--- src/rtl/ct_pkg.sv ---
package ct_pkg;
  localparam int unsigned ADDR_W = 12;
  localparam int unsigned DATA_W = 32;

  localparam logic [ADDR_W-1:0] A_CTRL     = 12'h000;
  localparam logic [ADDR_W-1:0] A_ACK      = 12'h010;
  localparam logic [ADDR_W-1:0] A_SWSET    = 12'h014;
  localparam logic [ADDR_W-1:0] A_SWCLR    = 12'h018;
  localparam logic [ADDR_W-1:0] A_SWPULSE  = 12'h01C;
  localparam logic [ADDR_W-1:0] A_INMASK   = 12'h020;
  localparam logic [ADDR_W-1:0] A_OUTMASK  = 12'h0A0;
  localparam logic [ADDR_W-1:0] A_ST_TIN   = 12'h130;
  localparam logic [ADDR_W-1:0] A_ST_TOUT  = 12'h134;
  localparam logic [ADDR_W-1:0] A_ST_CIN   = 12'h138;
  localparam logic [ADDR_W-1:0] A_ST_COUT  = 12'h13C;
  localparam logic [ADDR_W-1:0] A_KEY      = 12'hFB0;
  localparam logic [ADDR_W-1:0] A_KEYSTAT  = 12'hFB4;

  localparam logic [DATA_W-1:0] UNLOCK_KEY = 32'hC5AC_CE55;
endpackage

--- src/rtl/ct_lock_gate.sv ---
module ct_lock_gate
  import ct_pkg::*;
(
  input  logic              clk,
  input  logic              rst,
  input  logic              wr_en,
  input  logic [ADDR_W-1:0] addr,
  input  logic [DATA_W-1:0] wdata,
  output logic              locked,
  output logic              wr_ok
);
  logic key_hit;
  assign key_hit = wr_en && (addr == A_KEY);

  always_ff @(posedge clk) begin
    if (rst)          locked <= 1'b1;
    else if (key_hit) locked <= (wdata != UNLOCK_KEY);
  end

  // Only writes to non-key addresses are subject to the guard
  assign wr_ok = wr_en && !locked && !key_hit;
endmodule

--- src/rtl/ct_regs.sv ---
module ct_regs
  import ct_pkg::*;
#(
  parameter int unsigned N_IN   = 8,
  parameter int unsigned N_OUT  = 8,
  parameter int unsigned N_CH   = 4,
  parameter int unsigned FLD_W  = (N_OUT > N_CH) ? N_OUT : N_CH
) (
  input  logic                        clk,
  input  logic                        rst,
  input  logic                        wr_ok,
  input  logic [ADDR_W-1:0]           addr,
  input  logic [FLD_W-1:0]            wfld,
  output logic                        enable,
  output logic [N_IN-1:0][N_CH-1:0]   in_mask,
  output logic [N_OUT-1:0][N_CH-1:0]  out_mask,
  output logic [N_CH-1:0]             sw_hold,
  output logic [N_CH-1:0]             sw_pulse,
  output logic [N_OUT-1:0]            ack
);
  always_ff @(posedge clk) begin
    if (rst)                              enable <= 1'b0;
    else if (wr_ok && addr == A_CTRL)     enable <= wfld[0];
  end

  for (genvar n = 0; n < N_IN; n++) begin : g_in
    localparam logic [ADDR_W-1:0] MY_A = ADDR_W'(A_INMASK + 4*n);
    always_ff @(posedge clk) begin
      if (rst)                        in_mask[n] <= '0;
      else if (wr_ok && addr == MY_A) in_mask[n] <= wfld[N_CH-1:0];
    end
  end

  for (genvar m = 0; m < N_OUT; m++) begin : g_out
    localparam logic [ADDR_W-1:0] MY_A = ADDR_W'(A_OUTMASK + 4*m);
    always_ff @(posedge clk) begin
      if (rst)                        out_mask[m] <= '0;
      else if (wr_ok && addr == MY_A) out_mask[m] <= wfld[N_CH-1:0];
    end
  end

  always_ff @(posedge clk) begin
    if (rst) begin
      sw_hold  <= '0;
      sw_pulse <= '0;
    end else begin
      if (wr_ok && addr == A_SWSET)      sw_hold <= sw_hold | wfld[N_CH-1:0];
      else if (wr_ok && addr == A_SWCLR) sw_hold <= sw_hold & ~wfld[N_CH-1:0];
      sw_pulse <= (wr_ok && addr == A_SWPULSE) ? wfld[N_CH-1:0] : '0;
    end
  end

  assign ack = (wr_ok && addr == A_ACK) ? wfld[N_OUT-1:0] : '0;
endmodule

--- src/rtl/ct_route.sv ---
module ct_route #(
  parameter int unsigned N_IN  = 8,
  parameter int unsigned N_CH  = 4
) (
  input  logic                      enable,
  input  logic [N_IN-1:0]           trig_in,
  input  logic [N_IN-1:0][N_CH-1:0] in_mask,
  input  logic [N_CH-1:0]           chan_in,
  input  logic [N_CH-1:0]           sw_hold,
  input  logic [N_CH-1:0]           sw_pulse,
  output logic [N_CH-1:0]           chan_out
);
  logic [N_CH-1:0] from_trig;

  always_comb begin
    from_trig = '0;
    for (int n = 0; n < N_IN; n++)
      if (trig_in[n]) from_trig = from_trig | in_mask[n];
  end

  assign chan_out = enable ? (from_trig | chan_in | sw_hold | sw_pulse) : '0;
endmodule

--- src/rtl/ct_out_latch.sv ---
module ct_out_latch #(
  parameter int unsigned N_OUT = 8,
  parameter int unsigned N_CH  = 4
) (
  input  logic                       clk,
  input  logic                       rst,
  input  logic                       enable,
  input  logic [N_CH-1:0]            chan,
  input  logic [N_OUT-1:0][N_CH-1:0] out_mask,
  input  logic [N_OUT-1:0]           ack,
  output logic [N_OUT-1:0]           trig_out
);
  logic [N_OUT-1:0] fire;

  for (genvar m = 0; m < N_OUT; m++) begin : g_fire
    assign fire[m] = enable && |(chan & out_mask[m]);
  end

  // A fresh set overrides an acknowledge in the same cycle
  always_ff @(posedge clk) begin
    if (rst) trig_out <= '0;
    else     trig_out <= (trig_out & ~ack) | fire;
  end
endmodule

--- src/rtl/ct_matrix.sv ---
module ct_matrix
  import ct_pkg::*;
#(
  parameter int unsigned N_TRIG_IN  = 8,
  parameter int unsigned N_TRIG_OUT = 8,
  parameter int unsigned N_CHAN     = 4
) (
  input  logic                  clk,
  input  logic                  rst,
  input  logic                  reg_wr,
  input  logic [ADDR_W-1:0]     reg_addr,
  input  logic [DATA_W-1:0]     reg_wdata,
  output logic [DATA_W-1:0]     reg_rdata,
  input  logic [N_TRIG_IN-1:0]  trig_in,
  input  logic [N_CHAN-1:0]     chan_in,
  output logic [N_TRIG_OUT-1:0] trig_out,
  output logic [N_CHAN-1:0]     chan_out
);
  localparam int unsigned FLD_W = (N_TRIG_OUT > N_CHAN) ? N_TRIG_OUT : N_CHAN;

  logic                                locked_w;
  logic                                wr_ok_w;
  logic                                enable_w;
  logic [N_TRIG_IN-1:0][N_CHAN-1:0]    in_mask_w;
  logic [N_TRIG_OUT-1:0][N_CHAN-1:0]   out_mask_w;
  logic [N_CHAN-1:0]                   sw_hold_w;
  logic [N_CHAN-1:0]                   sw_pulse_w;
  logic [N_TRIG_OUT-1:0]               ack_w;

  ct_lock_gate u_lock (
    .clk    (clk),
    .rst    (rst),
    .wr_en  (reg_wr),
    .addr   (reg_addr),
    .wdata  (reg_wdata),
    .locked (locked_w),
    .wr_ok  (wr_ok_w)
  );

  ct_regs #(
    .N_IN  (N_TRIG_IN),
    .N_OUT (N_TRIG_OUT),
    .N_CH  (N_CHAN),
    .FLD_W (FLD_W)
  ) u_regs (
    .clk      (clk),
    .rst      (rst),
    .wr_ok    (wr_ok_w),
    .addr     (reg_addr),
    .wfld     (reg_wdata[FLD_W-1:0]),
    .enable   (enable_w),
    .in_mask  (in_mask_w),
    .out_mask (out_mask_w),
    .sw_hold  (sw_hold_w),
    .sw_pulse (sw_pulse_w),
    .ack      (ack_w)
  );

  ct_route #(
    .N_IN (N_TRIG_IN),
    .N_CH (N_CHAN)
  ) u_route (
    .enable   (enable_w),
    .trig_in  (trig_in),
    .in_mask  (in_mask_w),
    .chan_in  (chan_in),
    .sw_hold  (sw_hold_w),
    .sw_pulse (sw_pulse_w),
    .chan_out (chan_out)
  );

  ct_out_latch #(
    .N_OUT (N_TRIG_OUT),
    .N_CH  (N_CHAN)
  ) u_latch (
    .clk      (clk),
    .rst      (rst),
    .enable   (enable_w),
    .chan     (chan_out),
    .out_mask (out_mask_w),
    .ack      (ack_w),
    .trig_out (trig_out)
  );

  always_comb begin
    reg_rdata = '0;
    unique case (reg_addr)
      A_CTRL:    reg_rdata = DATA_W'(enable_w);
      A_SWSET:   reg_rdata = DATA_W'(sw_hold_w);
      A_ST_TIN:  reg_rdata = DATA_W'(trig_in);
      A_ST_TOUT: reg_rdata = DATA_W'(trig_out);
      A_ST_CIN:  reg_rdata = DATA_W'(chan_in);
      A_ST_COUT: reg_rdata = DATA_W'(chan_out);
      A_KEYSTAT: reg_rdata = DATA_W'({locked_w, 1'b1});
      default:   reg_rdata = '0;
    endcase
    for (int n = 0; n < N_TRIG_IN; n++)
      if (reg_addr == ADDR_W'(A_INMASK + 4*n)) reg_rdata = DATA_W'(in_mask_w[n]);
    for (int m = 0; m < N_TRIG_OUT; m++)
      if (reg_addr == ADDR_W'(A_OUTMASK + 4*m)) reg_rdata = DATA_W'(out_mask_w[m]);
  end
endmodule

--- config.mk ---
export PLATFORM = sky130hd
export DESIGN_NAME = ct_matrix
export DESIGN_NICKNAME = d
export VERILOG_FILES = /design/src/rtl/ct_pkg.sv /design/src/rtl/ct_lock_gate.sv /design/src/rtl/ct_regs.sv /design/src/rtl/ct_route.sv /design/src/rtl/ct_out_latch.sv /design/src/rtl/ct_matrix.sv
export SDC_FILE = /design/constraint.sdc
export NUM_CORES = 1
export LEC_CHECK = 0
export ABC_AREA = 0
export ABC_CLOCK_PERIOD_IN_PS = 5800
export CAP_MARGIN = 25
export CORE_AREA = 2 2 90 109
export CTS_CLUSTER_SIZE = 30
export DETAILED_ROUTE_END_ITERATION = 6
export DIE_AREA = 0 0 92 111
export GPL_TIMING_DRIVEN = 0
export PLACE_DENSITY = 0.81
export SLEW_MARGIN = 20
export SYNTH_ARGS = -nofsm -noshare
export SYNTH_HDL_FRONTEND = slang
export SYNTH_SLANG_ARGS = --single-unit
--- constraint.sdc ---
create_clock -name clk -period 5.8 [get_ports clk]
set_clock_uncertainty 0.05 [all_clocks]
set_input_delay 0.87 -clock clk [delete_from_list [all_inputs] [get_ports clk]]
set_output_delay 0.87 -clock clk [all_outputs]
set_load 0.03 [all_outputs]
Word-level counts from Yosys, hierarchy flattened
Index checks and enable logic that the tools add are counted.
Cells by class
  $mul: 0
  divide/modulo/power cells: 0
  multiplexer cells: 29
  eq/ne operators: 27
  shift operators: 0
  bitwise gates (word level): 25
  reduce and logical (&&, ||, !) cells: 45
  order comparisons: 0
  add/subtract/negate cells: 0
Operators by type and width (count)
  $mux W32: 16
  $eq A12 B6 Y1 const B: 8
  $eq A12 B8 Y1 const B: 8
  $pmux W8 S7: 1
  $eq A12 B5 Y1 const B: 4
  $eq A12 B9 Y1 const B: 4
  $mux W4: 11
  $or A4 B4 Y4: 11
  $and A4 B4 Y4: 9
  $logic_and A1 B1 Y1: 32
  $ne A32 B32 Y1 const B: 1
  $reduce_or A4 Y1: 8
  $eq A12 B12 Y1 const B: 2
  $logic_not A12 Y1: 1
  $and A8 B8 Y8: 1
  $mux W8: 1
  $not A8 Y8: 1
  $or A8 B8 Y8: 1
  $not A4 Y4: 1
  $logic_not A1 Y1: 2
  $reduce_bool A2 Y1: 1
  $reduce_or A2 Y1: 1
  $not A1 Y1: 1
Storage, ports and cells
  memories: 0
  bits in read-only memories: 0
  output and inout bits: 44
  bits in latches: 0
  register bits: 82
  bits of input ports: 59
  memory bits (writable): 0

Longest topological paths before layout
  depth after elaboration: 36
  gate-level depth with buffers: 10
  mapped depth without buffers: 7

Hierarchy
A second synthesis with hierarchy kept.
Unflattened totals
  cells, all modules: 607
  area total of the unflattened synthesis: 5221.3 µm²
By module, submodules not included
  ct_regs: cells an instance 283, times used 1, area each 2813.9 µm², sequential area each 1461.4 µm²
  ct_matrix: cells an instance 229, times used 1, area each 1529.0 µm², sequential area each 0.0 µm²
  ct_out_latch: cells an instance 47, times used 1, area each 501.7 µm², sequential area each 160.2 µm²
  ct_route: cells an instance 25, times used 1, area each 195.2 µm², sequential area each 0.0 µm²
  ct_lock_gate: cells an instance 23, times used 1, area each 181.4 µm², sequential area each 20.0 µm²

Worst setup path after synthesis
OpenSTA, ideal clock, no wires.
  path type: in2out
  start point: input reg_addr[9]
  end point: output reg_rdata[3]
  stages: 8
  slack: 1.960 ns
  data arrival time: 2.920 ns
  required time: 4.880 ns
  path buffers: 1
  cells stage by stage: or4_4 > buf_6 > or4_1 > a21oi_1 > a211oi_1 > a211oi_1 > o221ai_1 > a31oi_1
On the way
  longest elaborated chain between the ends: 18
  elaborated cells on any way between the ends: 40
  those cells by class: eq/ne: 22; mux: 17; reduce/logical: 1
Ends and longest elaborated chain
  start, declared: RTL line ct_matrix.sv:11  | input logic [ADDR_W-1:0] reg_addr,
  $eq A12 B12 Y1 (tied with other cells): RTL line ct_matrix.sv:87  | unique case (reg_addr)
  $pmux W8 S7: RTL line ct_matrix.sv:87
  $mux W32 (8 in series): RTL line ct_matrix.sv:98  | if (reg_addr == ADDR_W'(A_INMASK + 4*n)) reg_rdata = DATA_W'(in_mask_w[n]);
  $mux W32 (7 in series): RTL line ct_matrix.sv:100  | if (reg_addr == ADDR_W'(A_OUTMASK + 4*m)) reg_rdata = DATA_W'(out_mask_w[m]);
  $mux W32 (*): RTL line ct_matrix.sv:100
  end, declared: RTL line ct_matrix.sv:13  | output logic [DATA_W-1:0] reg_rdata,
Every way passes the cells marked *; elsewhere a longest branch is shown, timed or not.

Final worst setup path
  start point: input reg_addr[3]
  end point: output reg_rdata[1]
Same word-level chain as after synthesis.

==> results.sh <==
export IMPL_drt_total_wl_mm=20.7
export IMPL_fin_crit_ns=5.49
export IMPL_dp_hpwl_mm=15.6
export IMPL_num_antenna_cells=0
export IMPL_violations="design-rule violations"
export IMPL_die_h_microns=111
export IMPL_grt_overflow=0
export IMPL_cts_num_sinks=82
export IMPL_cp_arrival_ns=4.57
export IMPL_postSynthCellCount=658
export IMPL_tightest_slew_ns=1.09
export IMPL_grt_pass1_vias=5565
export IMPL_antenna_left=0
export IMPL_holdWs_ns=0.454
export IMPL_top_usage_layer="met2"
export IMPL_min_path_type="reg -> reg"
export IMPL_die_area_sq_um=10200
export IMPL_drive_gt1_share_pct=8.28
export IMPL_num_vias=5878
export IMPL_grt_use_total_pct=40.4
export IMPL_row_count=39
export IMPL_nNetsFinal=828
export IMPL_core_sq_um=9270
export IMPL_start_util_pct=53.0
export IMPL_ys_types=58
export IMPL_viasPerCell=6.56
export IMPL_p_leak_nw=2.06
export IMPL_use_met3_pct=10.5
export IMPL_synth_area_sq_um=4910
export IMPL_worstSetupStartpointType="input pin"
export IMPL_critical_path_class="in -> out"
export IMPL_cts_resized=0
export IMPL_peakVddDrop_mv=0.180
export IMPL_cts_tree="built"
export IMPL_synth_edff_count=0
export IMPL_hold_viol_final=0
export IMPL_final_setup_tns_ns=0
export IMPL_seq_area_frac_synth_pct=33.4
export IMPL_ctsHoldBuffers=0
export IMPL_root_buffer="clkbuf_16"
export IMPL_cts_made_buffers=9
export IMPL_clk_path_buf_depth=2
export IMPL_required_ns=4.88
export IMPL_cts_setup_buffers=0
export IMPL_drv_slew=0
export IMPL_grt_pass1_wl_mm=31.5
export IMPL_ys_async_sr_fraction_pct=0
export IMPL_io_pins=103
export IMPL_p_per_area_nw_per_um2=207
export IMPL_syn2layout_area_growth_pct=26.5
export IMPL_synth_main_ff_cell="dfxtp_1"
export IMPL_fmax_mhz=182
export IMPL_die_x_microns=92
export IMPL_cap_violations=0
export IMPL_relSlewSlack_pct=26.8
export IMPL_synth_warnings=0
export IMPL_first_iter_violations=883
export IMPL_grt_setup_unrepaired="false"
export IMPL_io_buffers=77
export IMPL_finalNonFillerCells=896
export IMPL_dr_pass1_iters=7
export IMPL_met1_usage_pct=49.6
export IMPL_worstPathMaxFanout=10
export IMPL_path_clk_slew_ns=0.06
export IMPL_ys_ff_latch=82
export IMPL_placed_area_sq_um=5920
export IMPL_syn_area_per_cell_sq_um=7.46
export IMPL_status="complete, but fails checks"
export IMPL_placed_cells=881
export IMPL_cp_end_kind="output pin"
export IMPL_finalSetupViolCount=0
export IMPL_fin_area_sq_um=6210
export IMPL_grt_antenna_before_repair=0
export IMPL_grt_max_degree=15
export IMPL_cts_htree_levels=3
export IMPL_gp_congestion=1.04
export IMPL_clk_latency_ns=0.34
export IMPL_globalRouteMet2Util_pct=64.4
export IMPL_wire_per_inst_microns=23.1
export IMPL_post_route_period_util_pct=94.6
export IMPL_drc_errors=1
[path summary, 6_finish.rpt]
kind	start	endpoint	slack, ns	cells after the start
worst max-delay path	reg_addr[3]	reg_rdata[1]	0.31	11
worst min register to register	u_regs.in_mask[19]	u_regs.in_mask[19]	0.45	2
worst min-delay path	u_regs.in_mask[19]	u_regs.in_mask[19]	0.45	2
worst max register to register	u_regs.in_mask[7]	u_latch.trig_out[3]	3.37	7
[cell type report]
class | instances | area, sq um
inverters | 6 | 22.5
clock inverters | 6 | 65.1
flip-flops and latches | 82 | 1640
repair buffers | 77 | 771
clock buffers | 9 | 225
well taps | 123 | 154
fillers | 819 | 3060
plain buffers | 72 | 384
multi-input cells | 521 | 2950
[cells by family (layout without fill, tap and decap cells)]
kind of cell    after synthesis  after routing  share of synthesized area, %
mux                          24             24                          4.94
compound gates              213            213                          27.2
flops                        82             82                          33.4
buf+inv                      78            170                          8.28
other cells                   1             24                        0.0764
simple gates                260            260                          26.1
[per-layer routing]
| layer | wire length (microns) | vias to the layer above | part of all wire (%) |
|---|---|---|---|
| met2 | 9200 | 507 | 44 |
| met5 | 0 | - | 0 |
| met1 | 7520 | 2660 | 36 |
| met4 | 1430 | 0 | 6.9 |
| met3 | 2560 | 111 | 12 |
| li1 | - | 2600 | - |
[placed cells by master (no fill, tap or decap), drive strengths merged, types with 22 or more instances in the layout]
cell | netlist | final
o21ai | 69 | 69
clkbuf | 28 | 37
dfxtp | 82 | 82
conb | 1 | 24
nand2 | 96 | 96
nor2 | 69 | 69
clkdlybuf4s50 | 0 | 77
mux2i | 22 | 22
a21oi | 57 | 57
a22oi | 26 | 26
buf | 44 | 44
[through the flow]
stage                     setup WS, ns  power (W)  util (%)
after floorplan                   1.96   0.000652         -
after global placement           0.428   0.000722      63.9
after detailed placement         0.482   0.000724      63.9
after CTS                        0.457    0.00128      67.0
after global routing             0.266    0.00132      67.0
final                            0.314    0.00128      67.0
[registers in the layout, indices dropped and copies added, names as in the netlist, named ones only]
signal,flops
u_regs.sw_pulse,4
u_latch.trig_out,8
u_lock.locked,1
u_regs.out_mask,32
u_regs.in_mask,32
u_regs.enable,1
[synth_stat cells, drive strengths merged (3+ instances only)]
master   count  area share (%)
o21ai       69             7.0
a221oi      10             1.8
a21oi       57             5.8
and2         7            0.89
nor2b        3            0.38
nand2b       3            0.38
nor4bb       6             1.2
a22o         9             1.6
nand2       96             7.3
buf         44             5.7
o22ai        8             1.0
mux2i       22             4.5
nor4         8             1.0
a222oi       3            0.61
dfxtp       82              33
clkbuf      28             2.1
a31oi       10             1.3
nand4        5            0.64
nor4b        4            0.71
o2111ai      3            0.54
nor3        21             2.5
nand3       15             1.5
inv          6            0.46
or4b         5             1.1
or4          6            0.99
nor2        69             5.3
a22oi       26             4.0
nand4b       3            0.54
o221ai       4            0.71
[critical path, stage by stage]
cell and delay, ns:
clkdlybuf4s50_1 0.57, buf_2 0.24, nor4b_1 0.83, buf_2 0.40, o2bb2ai_1 0.15, a32oi_1 0.07
nand4_1 0.17, o2111ai_1 0.20, o2111ai_1 0.18, o221a_2 0.22, clkdlybuf4s50_1 0.67
[power by group]
part	total (W)	internal, W	switching, W
Clock	0.000567	0.000332	0.000235
Sequential	0.000563	0.000563	0.000000000000000000288
Combinational	0.000153	0.0000625	0.0000909
Power figures use the tool's default switching activity.
